**src/rtl/mcdp_pkg.sv**
```systemverilog
package mcdp_pkg;
  localparam int XLEN = 32;
  localparam int REG_CNT = 32;
  localparam int REG_AW = $clog2(REG_CNT);

  localparam logic [1:0] SRCB_REG  = 2'd0;
  localparam logic [1:0] SRCB_FOUR = 2'd1;
  localparam logic [1:0] SRCB_IMM  = 2'd2;
  localparam logic [1:0] SRCB_OFS  = 2'd3;

  localparam logic [1:0] PCSEL_ALU  = 2'd0;
  localparam logic [1:0] PCSEL_HOLD = 2'd1;
  localparam logic [1:0] PCSEL_JUMP = 2'd2;

  typedef struct packed {
    logic       pcWrite;
    logic       pcWriteCond;
    logic       iorD;
    logic       memWrite;
    logic       irWrite;
    logic       regWrite;
    logic       regDst;
    logic       memToReg;
    logic       aluSrcA;
    logic [1:0] aluSrcB;
    logic       aluSub;
    logic [1:0] pcSrc;
  } ctlBundle_t;
endpackage

```
**src/rtl/mcdp_regfile.sv**
```systemverilog
module mcdp_regfile #(
  parameter int DATA_W = 32,
  parameter int REG_CNT = 32,
  localparam int AW = $clog2(REG_CNT)
) (
  input  logic              clk,
  input  logic              rstN,
  input  logic [AW-1:0]     rAddrA,
  input  logic [AW-1:0]     rAddrB,
  output logic [DATA_W-1:0] rDataA,
  output logic [DATA_W-1:0] rDataB,
  input  logic              wEn,
  input  logic [AW-1:0]     wAddr,
  input  logic [DATA_W-1:0] wData
);
  logic [DATA_W-1:0] regs [REG_CNT];

  // entry 0 is cleared by reset and never written afterwards
  always_ff @(posedge clk or negedge rstN) begin
    if (!rstN) begin
      for (int i = 0; i < REG_CNT; i++) regs[i] <= '0;
    end else if (wEn && (wAddr != '0)) begin
      regs[wAddr] <= wData;
    end
  end

  assign rDataA = regs[rAddrA];
  assign rDataB = regs[rAddrB];

  // entry zero reads zero on both ports
  a_r11_zero_reads: assert property (@(posedge clk) disable iff (!rstN)
    ((rAddrA == '0) |-> (rDataA == '0)) and ((rAddrB == '0) |-> (rDataB == '0)));

  // a write lands at the edge
  a_r10_write_lands: assert property (@(posedge clk) disable iff (!rstN)
    (wEn && (wAddr != '0)) |=> (regs[$past(wAddr)] == $past(wData)));
endmodule

```
**src/rtl/mcdp_alu.sv**
```systemverilog
module mcdp_alu #(
  parameter int WIDTH = 32
) (
  input  logic [WIDTH-1:0] opA,
  input  logic [WIDTH-1:0] opB,
  input  logic             sub,
  output logic [WIDTH-1:0] result,
  output logic             zero
);
  always_comb begin
    if (sub) result = opA - opB;
    else     result = opA + opB;
  end
  assign zero = (result == '0);
endmodule

```
**src/rtl/mcdp_datapath.sv**
```systemverilog
module mcdp_datapath
  import mcdp_pkg::*;
(
  input  logic              clk,
  input  logic              rstN,
  input  ctlBundle_t        ctl,
  input  logic [XLEN-1:0]   memRdata,
  input  logic [XLEN-1:0]   aluResult,
  input  logic              aluZero,
  input  logic [XLEN-1:0]   rfDataA,
  input  logic [XLEN-1:0]   rfDataB,
  output logic [XLEN-1:0]   memAddr,
  output logic [XLEN-1:0]   memWdata,
  output logic              memWe,
  output logic [XLEN-1:0]   aluOpA,
  output logic [XLEN-1:0]   aluOpB,
  output logic [REG_AW-1:0] rfAddrA,
  output logic [REG_AW-1:0] rfAddrB,
  output logic [REG_AW-1:0] rfWAddr,
  output logic [XLEN-1:0]   rfWData,
  output logic              rfWEn
);
  logic [XLEN-1:0] pc, ir, opRegA, opRegB, aluOut, mdr;
  logic [XLEN-1:0] immExt, immOfs, jumpAddr, pcNext;
  logic            pcEn;
  logic            unusedOpcode;

  assign unusedOpcode = ^ir[31:26];

  assign immExt   = {{(XLEN-16){ir[15]}}, ir[15:0]};
  assign immOfs   = {immExt[XLEN-3:0], 2'b00};
  assign jumpAddr = {pc[XLEN-1:XLEN-4], ir[25:0], 2'b00};

  assign rfAddrA = ir[25:21];
  assign rfAddrB = ir[20:16];
  assign rfWAddr = ctl.regDst ? ir[15:11] : ir[20:16];
  assign rfWData = ctl.memToReg ? mdr : aluOut;
  assign rfWEn   = ctl.regWrite;

  assign aluOpA = ctl.aluSrcA ? opRegA : pc;
  always_comb begin
    unique case (ctl.aluSrcB)
      SRCB_REG:  aluOpB = opRegB;
      SRCB_FOUR: aluOpB = XLEN'(4);
      SRCB_IMM:  aluOpB = immExt;
      default:   aluOpB = immOfs;
    endcase
  end

  always_comb begin
    case (ctl.pcSrc)
      PCSEL_HOLD: pcNext = aluOut;
      PCSEL_JUMP: pcNext = jumpAddr;
      default:    pcNext = aluResult;
    endcase
  end
  assign pcEn = ctl.pcWrite | (ctl.pcWriteCond & aluZero);

  assign memAddr  = ctl.iorD ? aluOut : pc;
  assign memWdata = opRegB;
  assign memWe    = ctl.memWrite;

  always_ff @(posedge clk or negedge rstN) begin
    if (!rstN) begin
      pc <= '0;
      ir <= '0;
    end else begin
      if (pcEn)        pc <= pcNext;
      if (ctl.irWrite) ir <= memRdata;
    end
  end

  // holding registers load on every edge
  always_ff @(posedge clk or negedge rstN) begin
    if (!rstN) begin
      opRegA <= '0;
      opRegB <= '0;
      aluOut <= '0;
      mdr    <= '0;
    end else begin
      opRegA <= rfDataA;
      opRegB <= rfDataB;
      aluOut <= aluResult;
      mdr    <= memRdata;
    end
  end

  // instruction latch holds without its strobe
  a_r2_ir_hold: assert property (@(posedge clk) disable iff (!rstN)
    !ctl.irWrite |=> $stable(ir));

  // no write strobe qualifies, so PC holds
  a_r6_pc_hold: assert property (@(posedge clk) disable iff (!rstN)
    (!ctl.pcWrite && !(ctl.pcWriteCond && aluZero)) |=> $stable(pc));

  // taken conditional write from the result latch
  a_r6_branch_taken: assert property (@(posedge clk) disable iff (!rstN)
    (ctl.pcWriteCond && aluZero && ctl.pcSrc == PCSEL_HOLD) |=> (pc == $past(aluOut)));

  // jump keeps the top nibble and word alignment
  a_r5_jump_shape: assert property (@(posedge clk) disable iff (!rstN)
    (ctl.pcWrite && ctl.pcSrc == PCSEL_JUMP) |=>
      (pc[1:0] == 2'b00 && pc[XLEN-1:XLEN-4] == $past(pc[XLEN-1:XLEN-4])));

  // fetch increment advances the PC by four
  a_r3_pc_plus4: assert property (@(posedge clk) disable iff (!rstN)
    (ctl.pcWrite && ctl.pcSrc == PCSEL_ALU && !ctl.aluSrcA &&
     ctl.aluSrcB == SRCB_FOUR && !ctl.aluSub) |=> (pc == $past(pc) + XLEN'(4)));
endmodule

```
**src/rtl/mcdp_core.sv**
```systemverilog
module mcdp_core
  import mcdp_pkg::*;
(
  input  logic        clk,
  input  logic        rstN,
  input  logic        pcWrite,
  input  logic        pcWriteCond,
  input  logic        iorD,
  input  logic        memWrite,
  input  logic        irWrite,
  input  logic        regWrite,
  input  logic        regDst,
  input  logic        memToReg,
  input  logic        aluSrcA,
  input  logic [1:0]  aluSrcB,
  input  logic        aluSub,
  input  logic [1:0]  pcSrc,
  output logic [31:0] memAddr,
  output logic [31:0] memWdata,
  input  logic [31:0] memRdata,
  output logic        memWe
);
  ctlBundle_t        ctl;
  logic [XLEN-1:0]   aluOpA, aluOpB, aluResult, rfDataA, rfDataB, rfWData;
  logic              aluZero, rfWEn;
  logic [REG_AW-1:0] rfAddrA, rfAddrB, rfWAddr;

  assign ctl = '{pcWrite: pcWrite, pcWriteCond: pcWriteCond, iorD: iorD,
                 memWrite: memWrite, irWrite: irWrite, regWrite: regWrite,
                 regDst: regDst, memToReg: memToReg, aluSrcA: aluSrcA,
                 aluSrcB: aluSrcB, aluSub: aluSub, pcSrc: pcSrc};

  mcdp_datapath i_datapath (
    .clk(clk), .rstN(rstN), .ctl(ctl), .memRdata(memRdata),
    .aluResult(aluResult), .aluZero(aluZero),
    .rfDataA(rfDataA), .rfDataB(rfDataB),
    .memAddr(memAddr), .memWdata(memWdata), .memWe(memWe),
    .aluOpA(aluOpA), .aluOpB(aluOpB),
    .rfAddrA(rfAddrA), .rfAddrB(rfAddrB),
    .rfWAddr(rfWAddr), .rfWData(rfWData), .rfWEn(rfWEn)
  );

  mcdp_alu #(.WIDTH(XLEN)) i_alu (
    .opA(aluOpA), .opB(aluOpB), .sub(ctl.aluSub),
    .result(aluResult), .zero(aluZero)
  );

  mcdp_regfile #(.DATA_W(XLEN), .REG_CNT(REG_CNT)) i_regfile (
    .clk(clk), .rstN(rstN),
    .rAddrA(rfAddrA), .rAddrB(rfAddrB),
    .rDataA(rfDataA), .rDataB(rfDataB),
    .wEn(rfWEn), .wAddr(rfWAddr), .wData(rfWData)
  );
endmodule

```
**config.mk**
```make
export PLATFORM = sky130hd
export DESIGN_NAME = mcdp_core
export DESIGN_NICKNAME = d
export VERILOG_FILES = /design/src/rtl/mcdp_pkg.sv /design/src/rtl/mcdp_regfile.sv /design/src/rtl/mcdp_alu.sv /design/src/rtl/mcdp_datapath.sv /design/src/rtl/mcdp_core.sv
export SDC_FILE = /design/constraint.sdc
export NUM_CORES = 2
export LEC_CHECK = 0
export ABC_AREA = 1
export ABC_CLOCK_PERIOD_IN_PS = 7700
export BUFFER_PORTS_ARGS = -buffer_cell sky130_fd_sc_hd__buf_2
export CAP_MARGIN = 20
export CORE_ASPECT_RATIO = 1.5
export CORE_MARGIN = 2
export CORE_UTILIZATION = 39
export CTS_BUF_LIST = sky130_fd_sc_hd__clkbuf_8
export DETAILED_ROUTE_END_ITERATION = 10
export PLACE_DENSITY_LB_ADDON = 0.3
export SLEW_MARGIN = 20
export SYNTH_ARGS = -nofsm -noshare
export SYNTH_HDL_FRONTEND = slang
export SYNTH_HIERARCHICAL = 1
export SYNTH_SLANG_ARGS = --single-unit
export TNS_END_PERCENT = 50
```
**constraint.sdc**
```tcl
create_clock -name clk -period 7.7 [get_ports clk]
set_input_delay 0.385 -clock clk [delete_from_list [all_inputs] [get_ports clk]]
set_output_delay 0.385 -clock clk [all_outputs]
set_load 0.01 [all_outputs]
```
## After elaboration in Yosys (flattened, before gate mapping)

Index checks and enable logic that the tools add are counted.

- Logic and storage cells: 77
- Output and inout port bits: 65
- Flip-flop bits (word level): 1210
- Input bits: 48

- Bitwise logic cells: 6
- Add/subtract/negate cells: 2
- Reductions and logical operators: 6
- Eq/ne operators: 4
- Mux-type cells: 16
- Magnitude comparators: 4

Operator list:

| kind | count |
|---|---|
| bitwise mux 1024 bit | 1 |
| binary-select mux 32 bit (select 5 bit) | 2 |
| 2-to-1 mux 32 bit | 9 |
| demux 32 bit (select 5 bit) | 1 |
| one-hot mux 32 bit (3 select lines) | 1 |
| one-hot mux 32 bit (2 select lines) | 1 |
| adder 32 bit | 1 |
| zero test 32 bit | 1 |
| subtractor 32 bit | 1 |
| greater-or-equal comparator 6 bit (second input constant) | 3 |
| inverter 5 -> 6 bit | 3 |
| < comparator 6 x 1 -> 1 bit (second input constant) | 1 |
| 2-to-1 mux 5 bit | 1 |
| nonzero test 5 bit | 1 |
| == test 2 x 1 -> 1 bit (second input constant) | 2 |
| == test 2 bit (second input constant) | 2 |
| logical AND 1 bit | 2 |
| zero test 2 bit | 1 |
| AND reduction 2 bit | 1 |
| bitwise AND 1 bit | 1 |
| inverter 1 bit | 1 |
| OR 1 bit | 1 |

## Longest topological paths before layout

- Depth after elaboration: 8
- Gate-level depth with buffers: 36

## Hierarchy

Netlist, hierarchy kept.

By module, submodules not included:

| module | sequential area each (µm²) | instances | area each (µm²) | cells an instance |
|---|---|---|---|---|
| mcdp_regfile | 25624.6 | 1 | 56110.1 | 8270 |
| mcdp_datapath | 4654.5 | 1 | 7866.3 | 864 |
| mcdp_alu | 0.0 | 1 | 3438.3 | 693 |

## Worst setup path after synthesis

OpenSTA, ideal clock, no wires.

- Kind: in2reg
- Start: in aluSrcB[0]
- End: reg i_datapath.pc[16]
- Stages on the path: 35
- Required time: 7.583 ns
- Path buffers: 3
- Setup time: 0.117 ns
- Path slack: 3.679 ns
- Data arrival time: 3.905 ns
- Cell sequence: nor2_2 buf_2 nand2_1 o21ai_0 inv_1 ha_1 nand4_1 nor2_1 nand2_1 nor3_2 nor2_1 a21oi_2 o21ai_1 xor2_1 ha_1 nand2_1 nor2_1 and2_1 and2_1 nand2_1 nand2_1 nand2_1 nand2_1 inv_2 nand3_1 nor2_1 nand2_1 nor2_2 nand2_1 nand2_1 buf_4 buf_2 nand2_1 nor2_1 nor2_1

- Word-level cells in the longest chain between the ends: 7
- Elaborated cells between the ends (all ways): 11

Ends and longest elaborated chain:

| what | line | text |
|---|---|---|
| start: declaration | mcdp_core.sv:15 | `input logic [1:0] aluSrcB,` |
| == test 2 bit (tied with other cells) | mcdp_datapath.sv:42 | `unique case (ctl.aluSrcB)` |
| one-hot mux 32 bit (3 select lines) * | mcdp_datapath.sv:42 |  |
| named net aluOpB[0] | mcdp_core.sv:24 | `logic [XLEN-1:0] aluOpA, aluOpB, aluResult, rfDataA, rfDataB, rfWData;` |
| adder 32 bit / subtractor 32 bit (equally long branches) | mcdp_alu.sv:12, mcdp_alu.sv:11 |  |
| 2-to-1 mux 32 bit * | mcdp_alu.sv:11 | `if (sub) result = opA - opB;` |
| named net aluResult[30] | mcdp_core.sv:24 |  |
| zero test 32 bit * | mcdp_alu.sv:14 | `assign zero = (result == '0);` |
| named net aluZero | mcdp_core.sv:25 | `logic aluZero, rfWEn;` |
| bitwise AND 1 bit * | mcdp_datapath.sv:57 | `assign pcEn = ctl.pcWrite \| (ctl.pcWriteCond & aluZero);` |
| OR 1 bit * | mcdp_datapath.sv:57 |  |
| end signal: assignment | mcdp_datapath.sv:68 | `if (pcEn) pc <= pcNext;` |
| end: declaration | mcdp_datapath.sv:23 | `logic [XLEN-1:0] pc, ir, opRegA, opRegB, aluOut, mdr;` |

The timed path passes the listed nets; every way through them passes the cells marked *.
A chain may end at the register's enable or synchronous reset.

## Final worst setup path

- Start: reg i_datapath.ir[15]
- End: reg i_datapath.pc[31]

- Word-level cells in the longest chain between the ends: 7
- Elaborated cells between the ends (all ways): 9

Ends and longest elaborated chain:

| what | line | text |
|---|---|---|
| start: declaration | mcdp_datapath.sv:23 |  |
| start signal: assignment | mcdp_datapath.sv:69 | `if (ctl.irWrite) ir <= memRdata;` |
| one-hot mux 32 bit (3 select lines) * | mcdp_datapath.sv:42 |  |
| named net aluOpB[17] | mcdp_core.sv:24 |  |
| adder 32 bit / subtractor 32 bit (equally long branches) | mcdp_alu.sv:12, mcdp_alu.sv:11 |  |
| 2-to-1 mux 32 bit * | mcdp_alu.sv:11 |  |
| named net aluResult[30] | mcdp_core.sv:24 |  |
| zero test 32 bit * | mcdp_alu.sv:14 |  |
| named net aluZero | mcdp_core.sv:25 |  |
| bitwise AND 1 bit * | mcdp_datapath.sv:57 |  |
| OR 1 bit * | mcdp_datapath.sv:57 |  |
| AND reduction 2 bit (no source line) * | n/a |  |

Marked as above.

==> results.sh <==
export IMPL_htreeDepth=4
export IMPL_drt_iter0_drc=8048
export IMPL_tightest_slew_ps=1210
export IMPL_antenna_found_initial=14
export IMPL_drcViolationCount=0
export IMPL_gp_congestion=0.925
export IMPL_rr_worst_depth=28
export IMPL_dp_hpwl_mm=153
export IMPL_via_count=67720
export IMPL_synth_cells=9827
export IMPL_ys_types=42
export IMPL_postPlaceCellArea_um2=68800
export IMPL_slowest_delay_ps=510
export IMPL_vdd_ir_drop_max_v=0.000193
export IMPL_layout_commonest_cell="nand2_1"
export IMPL_relSlewSlack=0.194
export IMPL_setup_viol=0
export IMPL_portBuffers=110
export IMPL_synth_edf_count=0
export IMPL_crit_buf_inv=2
export IMPL_nets=9517
export IMPL_die_width_um=343
export IMPL_critPathRequiredTime_ps=8570
export IMPL_grt_start_max_net_pins=174
export IMPL_cts_root_buf="clkbuf_8"
export IMPL_ant_nets=0
export IMPL_fin_skew_ps=41.0
export IMPL_track_usage=0.311
export IMPL_status="finished, final reports clean"
export IMPL_layout_cells_most_common_list="nand2_1 (4214), nand3_1 (1634), dfrtp_1 (1200)"
export IMPL_cpMostUsedCell="nand2_1"
export IMPL_coreArea_um2=172000
export IMPL_crit_type="flop to flop"
export IMPL_leakage_nw=35.5
export IMPL_final_area_um2=73000
export IMPL_initial_core_util=0.393
export IMPL_syn_area_per_cell_um2=6.86
export IMPL_num_rows=186
export IMPL_synthArstFlopShare=1.00
export IMPL_hold_class="input port to async pin"
export IMPL_maxCapViolCount=0
export IMPL_ys_ff_latch=1210
export IMPL_grt_pass1_vias=64866
export IMPL_die_h_um=513
export IMPL_end_kind="flop"
export IMPL_drt_wl_total_mm=278
export IMPL_seq_area_frac_synth=0.449
export IMPL_area_growth_pct=8.31
export IMPL_cp_max_fo=56
export IMPL_finalHoldViolCount=0
export IMPL_yosys_warnings=6
export IMPL_fmax_ghz=0.193
export IMPL_slew_violations=0
export IMPL_cp_slowest_cell="nand2_4"
export IMPL_tns_ps=0
export IMPL_cts_buffers=187
export IMPL_grt_pass1_wl_mm=413
export IMPL_routed_via_density=5.72
export IMPL_wl_per_cell_um=23.5
export IMPL_clk_path_buf_depth=3
export IMPL_clk_latency_ps=960
export IMPL_drt_pre_antenna_iters=6
export IMPL_critical_path_top_delay_family="simple AND/OR/NAND/NOR gates"
export IMPL_rsz0062_at_grt="no"
export IMPL_post_cts_setup_buffers=0
export IMPL_syn_area_um2=67400
export IMPL_ys_flop_type="dfrtp_1"
export IMPL_cp_arrival_ps=6050
export IMPL_pwr_density_cell_nw_per_um2=335
export IMPL_critPathLaunchType="flop"
export IMPL_clock_sinks=1210
export IMPL_fin_crit_ps=5180
export IMPL_cts_clk_slew_worst_paths_ps=70
export IMPL_drive_above_1_share=0.0653
export IMPL_instances_no_fill=11846
export IMPL_post_route_period_util=0.673
export IMPL_tritoncts="yes"
export IMPL_synth_nets=9910
export IMPL_cp_depth=28
export IMPL_dpl_cell_count=11467
export IMPL_io_pins=113
export IMPL_grt_overflow=0
export IMPL_dieArea_um2=176000
[cells in the mapped netlist, types with 2 or more instances]
cell type	n	share of area
buf_4	15	0.0017
nor2_2	15	0.0014
o21bai_1	3	0.00033
inv_1	246	0.014
nor3_1	9	0.00067
clkbuf_1	686	0.038
a21oi_1	187	0.014
a21oi_2	3	0.00039
nor3_2	12	0.0018
nor2_4	3	0.00050
o211ai_1	15	0.0017
nor2_1	313	0.017
buf_2	44	0.0033
buf_1	66	0.0037
nor4_1	2	0.00019
nand2_1	4233	0.24
xnor2_1	8	0.0010
o21ai_1	26	0.0019
nand3b_1	5	0.00056
a31oi_1	3	0.00028
dfrtp_1	1210	0.45
or2_2	3	0.00028
mux2_2	36	0.0060
inv_2	17	0.00095
xor2_1	24	0.0031
nand2_2	24	0.0022
and2_1	2	0.00019
buf_6	6	0.0010
a21o_1	2	0.00022
nand3_1	1634	0.12
ha_1	34	0.0063
nand3_2	4	0.00059
nand4_1	10	0.00093
o21ai_0	919	0.068
[power breakdown]
part	leakage [nW]	internal (mW)	total [mW]	switching (mW)
logic	17.7	2.70	8.03	5.33
clock network	2.21	2.96	5.72	2.76
registers	15.6	8.68	10.7	2.02
total	35.5	14.3	24.4	10.1
[metal layers]
layer  part of all wire  vias to the layer above  global-route usage
met3              0.089                     1013              0.0528
met5            0.00017                        -                   0
met2               0.45                     3769               0.495
met1               0.37                    32074               0.371
li1                   -                    30856                   -
met4              0.090                        8               0.247
[stage by stage]
step / worst slack, ps / power (mW) / util / hold slack, ps
3_3_place_gp: 1790 / 18.4 / 0.401 / 386
2_1_floorplan: 3680 / 15.8 / - / 89.4
4_1_cts: 2140 / 24.4 / 0.425 / 19.1
5_1_grt: 1900 / 26.1 / 0.426 / 54.3
3_5_place_dp: 1720 / 18.6 / 0.401 / 389
6_report: 2520 / 24.4 / 0.426 / 43.7
[registers in the layout, summed over array words and instances, names as in the netlist]
register             flops
i_regfile/regs        1024
i_datapath/opRegA       32
i_datapath/memWdata     32
i_datapath/ir           26
i_datapath/mdr          32
i_datapath/aluOut       32
i_datapath/pc           32
[path summary, 6_finish.rpt]
check | from | endpoint | slack (ps)
min reg2reg | i_regfile/regs[994]$_DFFE_PN0P_ | i_regfile/regs[994]$_DFFE_PN0P_ | 400
max in group asynchronous | rstN | i_datapath/ir[24]$_DFFE_PN0P_ | 5680
min in group clk | memRdata[30] | i_datapath/mdr[30]$_DFF_PN0_ | 70
max reg2reg | i_datapath/ir[15]$_DFFE_PN0P_ | i_datapath/pc[31]$_DFFE_PN0P_ | 2520
min | rstN | i_regfile/regs[499]$_DFFE_PN0P_ | 40
max | i_datapath/ir[15]$_DFFE_PN0P_ | i_datapath/pc[31]$_DFFE_PN0P_ | 2520
[cells by family after synthesis]
group | count (synthesis) | synth area share
AOI/OAI and AO/OA | 1160 | 0.0872
and+or+nand+nor | 6273 | 0.384
buffers and inverters | 1081 | 0.0625
DFF | 1210 | 0.449
muxes | 36 | 0.00601
xor gates and xnor gates | 32 | 0.00416
adders and majority gates | 35 | 0.00661
[cell type report]
type,instances,area (µm²)
clock inverter,90,552
clock buffer,240,3300
multi-input combinational,7536,33100
antenna,15,37.5
tap,2256,2820
sequential,1210,30300
fill,17618,98500
inverter,264,1030
timing repair buffer,235,1820
[repair_timing]
item | in CTS | in global routing
hold endpoints to repair | 189 | 0
gates resized for setup | 0 | 0
hold buffers | 33 | 0
Note: power is estimated with default switching activity, not from simulation.
